**config.mk**
```make
export PLATFORM = sky130hd
export DESIGN_NAME = tlb_pid_cache
export DESIGN_NICKNAME = d
export VERILOG_FILES = /design/src/rtl/tlb_pid_pkg.sv /design/src/rtl/tlb_match.sv /design/src/rtl/tlb_store.sv /design/src/rtl/tlb_nmru.sv /design/src/rtl/tlb_pid_cache.sv
export SDC_FILE = /design/constraint.sdc
export NUM_CORES = 2
export LEC_CHECK = 0
export ABC_AREA = 0
export BUFFER_PORTS_ARGS = -buffer_cell sky130_fd_sc_hd__buf_2
export CORE_MARGIN = 3
export CORE_UTILIZATION = 45
export CTS_CLUSTER_SIZE = 12
export DETAILED_ROUTE_END_ITERATION = 7
export PLACE_DENSITY = 0.72
export SYNTH_ARGS = -nofsm -noshare
export SYNTH_HDL_FRONTEND = slang
export SYNTH_SLANG_ARGS = --single-unit
```
**constraint.sdc**
```tcl
create_clock -name clk -period 3.5 [get_ports clk]
set_input_delay 1.05 -clock clk [delete_from_list [all_inputs] [get_ports clk]]
set_output_delay 1.05 -clock clk [all_outputs]
set_load 0.02 [all_outputs]
```
**src/rtl/tlb_pid_pkg.sv**
```systemverilog
`timescale 1ns/1ps
package tlb_pid_pkg;

  typedef struct packed {
    logic rd;
    logic wr;
    logic sup;
  } prot_t;

  typedef enum logic [3:0] {
    OUT_NONE  = 4'b0000,
    OUT_HIT   = 4'b0001,
    OUT_MISS  = 4'b0010,
    OUT_FAULT = 4'b0100,
    OUT_VIOL  = 4'b1000
  } outcome_e;

endpackage

```
**src/rtl/tlb_match.sv**
```systemverilog
`timescale 1ns/1ps
module tlb_match #(
  parameter int N     = 16,
  parameter int VPN_W = 20,
  parameter int PID_W = 8
) (
  input  logic [N-1:0]     used,
  input  logic [VPN_W-1:0] e_vpn [N],
  input  logic [PID_W-1:0] e_pid [N],
  input  logic [VPN_W-1:0] key_vpn,
  input  logic [PID_W-1:0] key_pid,
  output logic [N-1:0]     hit
);

  // One comparator per slot: page tag and owner must both agree.
  for (genvar gi = 0; gi < N; gi++) begin : g_cmp
    assign hit[gi] = used[gi] && (e_vpn[gi] == key_vpn) && (e_pid[gi] == key_pid);
  end

endmodule

```
**src/rtl/tlb_store.sv**
```systemverilog
`timescale 1ns/1ps
module tlb_store
  import tlb_pid_pkg::*;
#(
  parameter int N     = 16,
  parameter int VPN_W = 20,
  parameter int PFN_W = 28,
  parameter int PID_W = 8,
  localparam int IDX_W = $clog2(N)
) (
  input  logic             clk,
  input  logic             rst_n,
  input  logic             wr_en,
  input  logic [IDX_W-1:0] wr_idx,
  input  logic [VPN_W-1:0] wr_vpn,
  input  logic [PID_W-1:0] wr_pid,
  input  logic [PFN_W-1:0] wr_pfn,
  input  logic             wr_present,
  input  prot_t            wr_prot,
  input  logic             set_dirty,
  input  logic [IDX_W-1:0] set_idx,
  input  logic             flush_en,
  input  logic [PID_W-1:0] flush_pid,
  output logic [N-1:0]     e_used,
  output logic [N-1:0]     e_dirty,
  output logic [N-1:0]     e_present,
  output logic [VPN_W-1:0] e_vpn [N],
  output logic [PID_W-1:0] e_pid [N],
  output logic [PFN_W-1:0] e_pfn [N],
  output prot_t            e_prot [N]
);

  logic [N-1:0] used_q, used_d;
  logic [N-1:0] dirty_q, dirty_d;
  logic [N-1:0] load_en;

  // Next state of the control bits. Later lines win: lookup, then flush, then fill.
  always_comb begin
    used_d  = used_q;
    dirty_d = dirty_q;
    if (set_dirty) dirty_d[set_idx] = 1'b1;
    if (flush_en) begin
      for (int i = 0; i < N; i++) begin
        if (e_pid[i] == flush_pid) used_d[i] = 1'b0;
      end
    end
    if (wr_en) begin
      used_d[wr_idx]  = 1'b1;
      dirty_d[wr_idx] = 1'b0;
    end
  end

  always_ff @(posedge clk or negedge rst_n) begin
    if (!rst_n) begin
      used_q  <= '0;
      dirty_q <= '0;
    end else begin
      used_q  <= used_d;
      dirty_q <= dirty_d;
    end
  end

  // Payload registers: no reset, qualified by the used bit.
  for (genvar gi = 0; gi < N; gi++) begin : g_slot
    logic [VPN_W-1:0] vpn_q;
    logic [PID_W-1:0] pid_q;
    logic [PFN_W-1:0] pfn_q;
    logic             present_q;
    prot_t            prot_q;

    assign load_en[gi] = wr_en && (wr_idx == IDX_W'(gi));

    always_ff @(posedge clk) begin
      if (load_en[gi]) begin
        vpn_q     <= wr_vpn;
        pid_q     <= wr_pid;
        pfn_q     <= wr_pfn;
        present_q <= wr_present;
        prot_q    <= wr_prot;
      end
    end

    assign e_vpn[gi]     = vpn_q;
    assign e_pid[gi]     = pid_q;
    assign e_pfn[gi]     = pfn_q;
    assign e_present[gi] = present_q;
    assign e_prot[gi]    = prot_q;
  end

  assign e_used  = used_q;
  assign e_dirty = dirty_q;

  // A fill never leaves the slot empty, whatever else happens that cycle.
  AST_FILL_OCCUPIES: assert property (@(posedge clk) disable iff (!rst_n)
    wr_en |=> used_q[$past(wr_idx)]) else $error("fill slot empty");

endmodule

```
**src/rtl/tlb_nmru.sv**
```systemverilog
`timescale 1ns/1ps
module tlb_nmru #(
  parameter int N   = 16,
  parameter int RSV = 2,
  localparam int IDX_W = $clog2(N)
) (
  input  logic             clk,
  input  logic             rst_n,
  input  logic             fill_valid,
  input  logic             fill_os,
  input  logic [N-1:0]     used,
  input  logic [N-1:0]     dup,
  input  logic             touch_en,
  input  logic [IDX_W-1:0] touch_idx,
  output logic             fill_we,
  output logic [IDX_W-1:0] fill_idx,
  output logic [IDX_W-1:0] mru_idx
);

  logic [IDX_W-1:0] mru_q, mru_d;
  logic [N-1:0] rsv_mask, in_reg, empty_v, cand_v, mru_oh;
  logic         dup_any, dup_rsv;

  function automatic logic [IDX_W-1:0] first_set(input logic [N-1:0] v);
    logic [IDX_W-1:0] r;
    r = '0;
    for (int i = N - 1; i >= 0; i--) begin
      if (v[i]) r = IDX_W'(i);
    end
    return r;
  endfunction

  for (genvar gi = 0; gi < N; gi++) begin : g_reg
    assign rsv_mask[gi] = (gi < RSV);
    assign mru_oh[gi]   = (mru_q == IDX_W'(gi));
  end

  assign in_reg  = fill_os ? rsv_mask : ~rsv_mask;
  assign empty_v = in_reg & ~used;
  assign cand_v  = in_reg & ~mru_oh;
  assign dup_any = |dup;
  assign dup_rsv = |(dup & rsv_mask);

  always_comb begin
    // An ordinary fill that duplicates a protected slot is dropped.
    fill_we = fill_valid && !(dup_rsv && !fill_os);
    if (dup_any)       fill_idx = first_set(dup);
    else if (|empty_v) fill_idx = first_set(empty_v);
    else if (|cand_v)  fill_idx = first_set(cand_v);
    else               fill_idx = first_set(in_reg);
  end

  always_comb begin
    mru_d = mru_q;
    if (fill_we)       mru_d = fill_idx;
    else if (touch_en) mru_d = touch_idx;
  end

  always_ff @(posedge clk or negedge rst_n) begin
    if (!rst_n) mru_q <= '0;
    else        mru_q <= mru_d;
  end

  assign mru_idx = mru_q;

  AST_RSV_KEPT: assert property (@(posedge clk) disable iff (!rst_n)
    (fill_we && !fill_os) |-> (int'(fill_idx) >= RSV)) else $error("reserved slot taken");

  AST_EMPTY_FIRST: assert property (@(posedge clk) disable iff (!rst_n)
    (fill_we && !dup_any && (|empty_v)) |-> !used[fill_idx]) else $error("valid slot evicted while empty exists");

  AST_NOT_MRU: assert property (@(posedge clk) disable iff (!rst_n)
    (fill_we && !dup_any && !(|empty_v) && (fill_os ? (RSV > 1) : ((N - RSV) > 1)))
      |-> (fill_idx != mru_q)) else $error("most recent slot evicted");

endmodule

```
**src/rtl/tlb_pid_cache.sv**
```systemverilog
`timescale 1ns/1ps
module tlb_pid_cache
  import tlb_pid_pkg::*;
#(
  parameter int N     = 16,
  parameter int VA_W  = 32,
  parameter int OFF_W = 12,
  parameter int PFN_W = 28,
  parameter int PID_W = 8,
  parameter int RSV   = 2,
  localparam int VPN_W = VA_W - OFF_W,
  localparam int PA_W  = PFN_W + OFF_W,
  localparam int IDX_W = $clog2(N)
) (
  input  logic             clk,
  input  logic             rst_n,
  input  logic             req_valid,
  input  logic [VA_W-1:0]  req_vaddr,
  input  logic             req_store,
  input  logic             req_user,
  output logic             rsp_valid,
  output logic [3:0]       rsp_code,
  output logic [PA_W-1:0]  rsp_paddr,
  output logic             rsp_dirty,
  input  logic             fill_valid,
  input  logic             fill_os,
  input  logic [VPN_W-1:0] fill_vpn,
  input  logic [PID_W-1:0] fill_pid,
  input  logic [PFN_W-1:0] fill_pfn,
  input  logic             fill_present,
  input  logic             fill_rd,
  input  logic             fill_wr,
  input  logic             fill_sup,
  input  logic             pid_we,
  input  logic [PID_W-1:0] pid_wdata,
  input  logic             flush_valid,
  input  logic [PID_W-1:0] flush_pid
);

  // Reset: asserted asynchronously, released through two flops.
  logic [1:0] rst_sync_q;
  logic       rst_n_i;

  always_ff @(posedge clk or negedge rst_n) begin
    if (!rst_n) rst_sync_q <= 2'b00;
    else        rst_sync_q <= {rst_sync_q[0], 1'b1};
  end
  assign rst_n_i = rst_sync_q[1];

  // Active process identifier.
  logic [PID_W-1:0] pid_q, pid_d;
  always_comb pid_d = pid_we ? pid_wdata : pid_q;
  always_ff @(posedge clk or negedge rst_n_i) begin
    if (!rst_n_i) pid_q <= '0;
    else          pid_q <= pid_d;
  end

  // Entry storage.
  logic [N-1:0]     e_used, e_dirty, e_present;
  logic [VPN_W-1:0] e_vpn [N];
  logic [PID_W-1:0] e_pid [N];
  logic [PFN_W-1:0] e_pfn [N];
  prot_t            e_prot [N];

  logic             wr_en;
  logic [IDX_W-1:0] wr_idx, mru_idx;
  logic             set_dirty, done;
  logic [IDX_W-1:0] lk_idx;
  prot_t            fill_prot;

  assign fill_prot = '{rd: fill_rd, wr: fill_wr, sup: fill_sup};

  tlb_store #(.N(N), .VPN_W(VPN_W), .PFN_W(PFN_W), .PID_W(PID_W)) u_store (
    .clk        (clk),
    .rst_n      (rst_n_i),
    .wr_en      (wr_en),
    .wr_idx     (wr_idx),
    .wr_vpn     (fill_vpn),
    .wr_pid     (fill_pid),
    .wr_pfn     (fill_pfn),
    .wr_present (fill_present),
    .wr_prot    (fill_prot),
    .set_dirty  (set_dirty),
    .set_idx    (lk_idx),
    .flush_en   (flush_valid),
    .flush_pid  (flush_pid),
    .e_used     (e_used),
    .e_dirty    (e_dirty),
    .e_present  (e_present),
    .e_vpn      (e_vpn),
    .e_pid      (e_pid),
    .e_pfn      (e_pfn),
    .e_prot     (e_prot)
  );

  // Lookup and duplicate-detection comparators.
  logic [VPN_W-1:0] req_vpn;
  logic [OFF_W-1:0] req_off;
  logic [N-1:0]     lk_hit, fl_dup;

  assign req_vpn = req_vaddr[VA_W-1:OFF_W];
  assign req_off = req_vaddr[OFF_W-1:0];

  tlb_match #(.N(N), .VPN_W(VPN_W), .PID_W(PID_W)) u_lk_match (
    .used    (e_used),
    .e_vpn   (e_vpn),
    .e_pid   (e_pid),
    .key_vpn (req_vpn),
    .key_pid (pid_q),
    .hit     (lk_hit)
  );

  tlb_match #(.N(N), .VPN_W(VPN_W), .PID_W(PID_W)) u_fl_match (
    .used    (e_used),
    .e_vpn   (e_vpn),
    .e_pid   (e_pid),
    .key_vpn (fill_vpn),
    .key_pid (fill_pid),
    .hit     (fl_dup)
  );

  tlb_nmru #(.N(N), .RSV(RSV)) u_nmru (
    .clk        (clk),
    .rst_n      (rst_n_i),
    .fill_valid (fill_valid),
    .fill_os    (fill_os),
    .used       (e_used),
    .dup        (fl_dup),
    .touch_en   (done),
    .touch_idx  (lk_idx),
    .fill_we    (wr_en),
    .fill_idx   (wr_idx),
    .mru_idx    (mru_idx)
  );

  // Ordered decision: tag, present, protection.
  logic      lk_any, viol;
  prot_t     sel_prot;
  outcome_e  outcome;

  always_comb begin
    lk_idx = '0;
    for (int i = N - 1; i >= 0; i--) begin
      if (lk_hit[i]) lk_idx = IDX_W'(i);
    end
  end

  assign lk_any   = |lk_hit;
  assign sel_prot = e_prot[lk_idx];
  assign viol     = (req_store ? !sel_prot.wr : !sel_prot.rd) || (req_user && sel_prot.sup);

  always_comb begin
    if (!lk_any)                 outcome = OUT_MISS;
    else if (!e_present[lk_idx]) outcome = OUT_FAULT;
    else if (viol)               outcome = OUT_VIOL;
    else                         outcome = OUT_HIT;
  end

  assign done      = req_valid && (outcome == OUT_HIT);
  assign set_dirty = done && req_store;

  // Response register.
  logic            rsp_valid_q, rsp_valid_d;
  outcome_e        rsp_code_q, rsp_code_d;
  logic [PA_W-1:0] rsp_paddr_q, rsp_paddr_d;
  logic            rsp_dirty_q, rsp_dirty_d;

  always_comb begin
    rsp_valid_d = req_valid;
    rsp_code_d  = req_valid ? outcome : OUT_NONE;
    rsp_paddr_d = done ? {e_pfn[lk_idx], req_off} : '0;
    rsp_dirty_d = done && (e_dirty[lk_idx] || req_store);
  end

  always_ff @(posedge clk or negedge rst_n_i) begin
    if (!rst_n_i) begin
      rsp_valid_q <= 1'b0;
      rsp_code_q  <= OUT_NONE;
      rsp_paddr_q <= '0;
      rsp_dirty_q <= 1'b0;
    end else begin
      rsp_valid_q <= rsp_valid_d;
      rsp_code_q  <= rsp_code_d;
      rsp_paddr_q <= rsp_paddr_d;
      rsp_dirty_q <= rsp_dirty_d;
    end
  end

  assign rsp_valid = rsp_valid_q;
  assign rsp_code  = rsp_code_q;
  assign rsp_paddr = rsp_paddr_q;
  assign rsp_dirty = rsp_dirty_q;

  AST_RSP_LATENCY: assert property (@(posedge clk) disable iff (!rst_n_i)
    req_valid |=> rsp_valid) else $error("response missing");

  AST_RSP_QUIET: assert property (@(posedge clk) disable iff (!rst_n_i)
    !req_valid |=> !rsp_valid) else $error("spurious response");

  AST_ONE_OUTCOME: assert property (@(posedge clk) disable iff (!rst_n_i)
    rsp_valid |-> ($countones(rsp_code) == 1)) else $error("outcome not one-hot");

  AST_MATCH_UNIQUE: assert property (@(posedge clk) disable iff (!rst_n_i)
    $onehot0(lk_hit)) else $error("duplicate translation");

  AST_STORE_DIRTY: assert property (@(posedge clk) disable iff (!rst_n_i)
    (req_valid && req_store) |=> ((rsp_code == OUT_HIT) ? rsp_dirty : !rsp_dirty)) else $error("dirty mismatch");

  AST_MRU_TRACKS: assert property (@(posedge clk) disable iff (!rst_n_i)
    (done && !wr_en) |=> (mru_idx == $past(lk_idx))) else $error("recency not updated");

endmodule

```
==> impl_results.md <==
- Max-cap violations: 0
- Number of buffers added on ports: 162
- Final RePlAce weighted congestion: approximately 1
- Detailed Place HPWL: between 100,000 and 150,000 um
- Number of buffers inserted during clock tree synthesis: around 120
- IO Count: 163
- Cell area after placement: between 60,000 and 70,000 sq um
- Achievable frequency: about 0.22 GHz
- Iteration-0 DRC Markers: about 6,100
- Yosys top cell by area: edfxtp_1
- Cells taking the most area after synthesis: edfxtp_1 56%, xnor2_1 10%, xor2_1 7.1%
- Worst-Margin Slew: between 0.9 and 1 ns
- Cell with the biggest individual delay on the critical path: nand4_1
- Total non-filler cell area in the finished layout: a little over 70,000 sq um
- Post-Synthesis Net Count: 4,151
- Count of nets after finishing: 5,532
- Critical setup path kind: primary input to register
- Fin Setup TNS: -411.32 ns
- Growth of design area from synthesis to finish: 41.1%
- CP endpoint kind: register
- CP cell instances: buf_2 > buf_4 > buf_12 > xnor2_2 > buf_4 > nand4_1 > nor2_2 > nand4_1 > buf_4 > buf_6 > nand4_1 > buf_4 > o221ai_4 > buf_6 > o21ai_2 > a21oi_2 > nor4_2 > nor3b_4 > nand4b_4 > buf_12 > buf_12 > buf_12 > inv_8 > and3_4
- Number of flops mapped to enable cells by yosys: 960
- Initial standard-cell utilization of the core: 45.4%
- Clock tree from TritonCTS: done
- Mapped Avg Cell Area: 12.7 sq um
- Register-to-register setup slack: -1.04 ns
- Sequential-to-total area share from yosys stat: 60.7%
- Unique masters post-synth: 84
- Setup Skew: roughly 0.081 ns
- Detail-routed net length per standard cell: 30.9 um
- Clock H-tree levels: 3
- Worst r2r src: pid_q[7]
- Crit path launch type: primary input
- Post-synth design cell area: 51,300 sq um
- PwrDens: 493 nW/um^2
- Fin crit share: 131%
- Number of global-route vias before repair: 41,100
- Number of warnings reported in the yosys synthesis log: 0
- Final count of hold timing violations: 0
- Fill cell count: 7,932
- Setup repair after global routing missed its margin: true
- Proportion of netlist area held by the largest area contributor: 56.2%
- Required time of the critical path: 4.14 ns
- Critical Path Sink: rsp_paddr[22]
- WP data arrival: 5.23 ns
- DR vias: ~42,000
- Hold/Removal Path Class: primary input to async pin
- Clk buf depth: 3
- Maximum number of pins on one net before global-route repair: 65
- Worst-path fanout max: 9
- Sink Count: 1,052
- Number of storage elements in the synthesis netlist: ~1,100
- Leak Pwr: roughly 27 nW
- Insertion delay of the later-clocked pin in the worst-skew pair: 0.76 ns
- Crit path setup slack, layout: -1.09 ns
- Worst reg2reg path endpoint: rsp_paddr[22]
- Commonest non-fill, non-tap cell in the layout: buf_4
- Max-slew headroom: roughly two fifths
- Worst slack after detailed placement: -2.02 ns
- Violations in the final reports: setup timing
- Die Footprint: 118,000 sq um
- Vertical die dimension: between 300 and 400 um
- Path depth of the worst reg2reg path: 22
- Result of the run: complete, but fails checks
- First-pass GRT wire length: between 200,000 and 300,000 um
- Remaining antenna violation count after routing: 0
- Gr ovfl total: 0
- Final period demand of the worst path: 4.59 ns
- Share of post-route cells with drive strength above 1: 36.3%
- Core box area: 113,000 sq um
- Width of the chip: 344 um
- DRC violations left: 0
- Total Wirelength: 217,000 um
- Total global-route track usage: 34.6%
- Clock slew at the register clock pins of the worst setup and hold paths: 0.06 ns
- Post-Synthesis Cells: 4,034
- Via density per instance: 6.05
- Most frequent cells in the layout: 1,027 x buf_4, 960 x edfxtp_1, 550 x xnor2_1
- Highest ir drop seen on vdd: between 0.5 and 0.6 mV
- Final number of max-transition violations: 0
- Post-route total power: 35.6 mW
- Clock root cell: clkbuf_16
- First element of the critical path: req_vaddr[12]
- Number of antenna violations at the first check in global routing: 12
- Post-synth ARST share: 8.75%
- Most frequently used flop master after synthesis: edfxtp_1
- Site Rows: between 100 and 150
- Total of endpoints with negative setup slack in the final report: 1,034
- 1st-pass router iterations: 8
- Crit-path max cell delay: 0.42 ns
kinds of logic after synthesis:
logic type | count (synthesis) | share of synthesized area [%]
simple gates | 1208 | 12.4
flops | 1052 | 60.7
xor+xnor | 1025 | 17.5
compound gates | 354 | 4.44
buf+inv | 260 | 2.12
mux | 134 | 2.81
other cells | 1 | 0.00731
metrics by stage:
step | std cells | hold WS [ns] | util, %
global placement | 6594 | 0.339 | 56.5
detailed placement | 6594 | 0.336 | 56.5
CTS | 6925 | 0.0507 | 62.3
floorplan | 4034 | 0.331 | -
global route | 7019 | 0.0546 | 64.1
finish | 7020 | 0.0659 | 64.1
how the worst min path moves through the flow:
stage	to	slack, ns	start	depth (start not counted)
6_report	rst_sync_q[1]	0.07	rst_n	1
5_1_grt	rst_sync_q[1]	0.05	rst_n	1
4_1_cts	rst_sync_q[1]	0.05	rst_n	1
3_5_place_dp	rst_sync_q[1]	0.34	rst_sync_q[0]	0
3_3_place_gp	rst_sync_q[1]	0.34	rst_sync_q[0]	0
2_1_floorplan	rst_sync_q[1]	0.33	rst_sync_q[0]	0
report_power, final:
part | total (mW) | switching (mW) | internal (mW) | leakage, nW
Sequential | 15.5 | 0.554 | 14.9 | 9.87
Combinational | 8.03 | 4.42 | 3.61 | 15.2
Clock | 12.1 | 5.34 | 6.80 | 1.78
Total | 35.6 | 10.3 | 25.3 | 26.9
sequential cells by signal, summed over array words and instances (netlist names):
name,flops
u_store.g_slot.vpn_q,320
u_store.e_dirty,16
u_store.e_prot,48
u_store.g_slot.pfn_q,448
rsp_valid,1
u_store.g_slot.pid_q,128
rst_sync_q,2
u_nmru.mru_idx,4
pid_q,8
rsp_paddr,40
u_store.e_used,16
u_store.g_slot.present_q,16
rsp_dirty,1
rsp_code,4
cell usage after synthesis (all sizes together), types with 26 or more instances:
| library cell | n |
|---|---|
| nand2 | 392 |
| clkbuf | 143 |
| dfrtp | 92 |
| nor2 | 49 |
| edfxtp | 960 |
| mux2 | 80 |
| xor2 | 417 |
| inv | 26 |
| and3 | 59 |
| xnor2 | 608 |
| nand3 | 168 |
| o21ai | 132 |
| mux2i | 54 |
| buf | 91 |
| nand4 | 221 |
| nor3 | 39 |
| a21oi | 84 |
| nor4 | 167 |
timing repair:
action	4_1_cts	5_1_grt
cloned	29	37
endpoints found under the setup margin	1040	1040
setup buffers	90	65
hold buffers	0	0
resized for setup	272	158
pin swaps	64	74
area by class of cell:
class	instances	area (sq um)	area share, %
timing repair buffer	1495	14600	20.2
inverter	26	114	0.157
multi-input combinational	2722	20800	28.8
clock inverter	43	528	0.730
antenna	5	12.5	0.0173
tap	1500	1880	2.59
timing repair inverter	3	40.0	0.0553
sequential	1052	31100	43.0
clock buffer	174	3200	4.42
worst max-delay path: cells and delay by family:
| family | cells | cell delay (ns) |
|---|---|---|
| AOI/OAI and AO/OA | 3 | 0.37 |
| and+or+nand+nor | 8 | 1.67 |
| xor gates and xnor gates | 1 | 0.16 |
| buffers and inverters | 12 | 1.94 |
metal layers:
metal | global-route usage (%) | share of wire (%) | up-vias
met5 | 0 | 0.038 | -
met4 | 16.7 | 6.1 | 12
met3 | 8.69 | 14 | 714
met2 | 51.8 | 43 | 3195
met1 | 47.3 | 37 | 20900
li1 | - | - | 17600
Note: power is estimated with default switching activity, not from simulation.
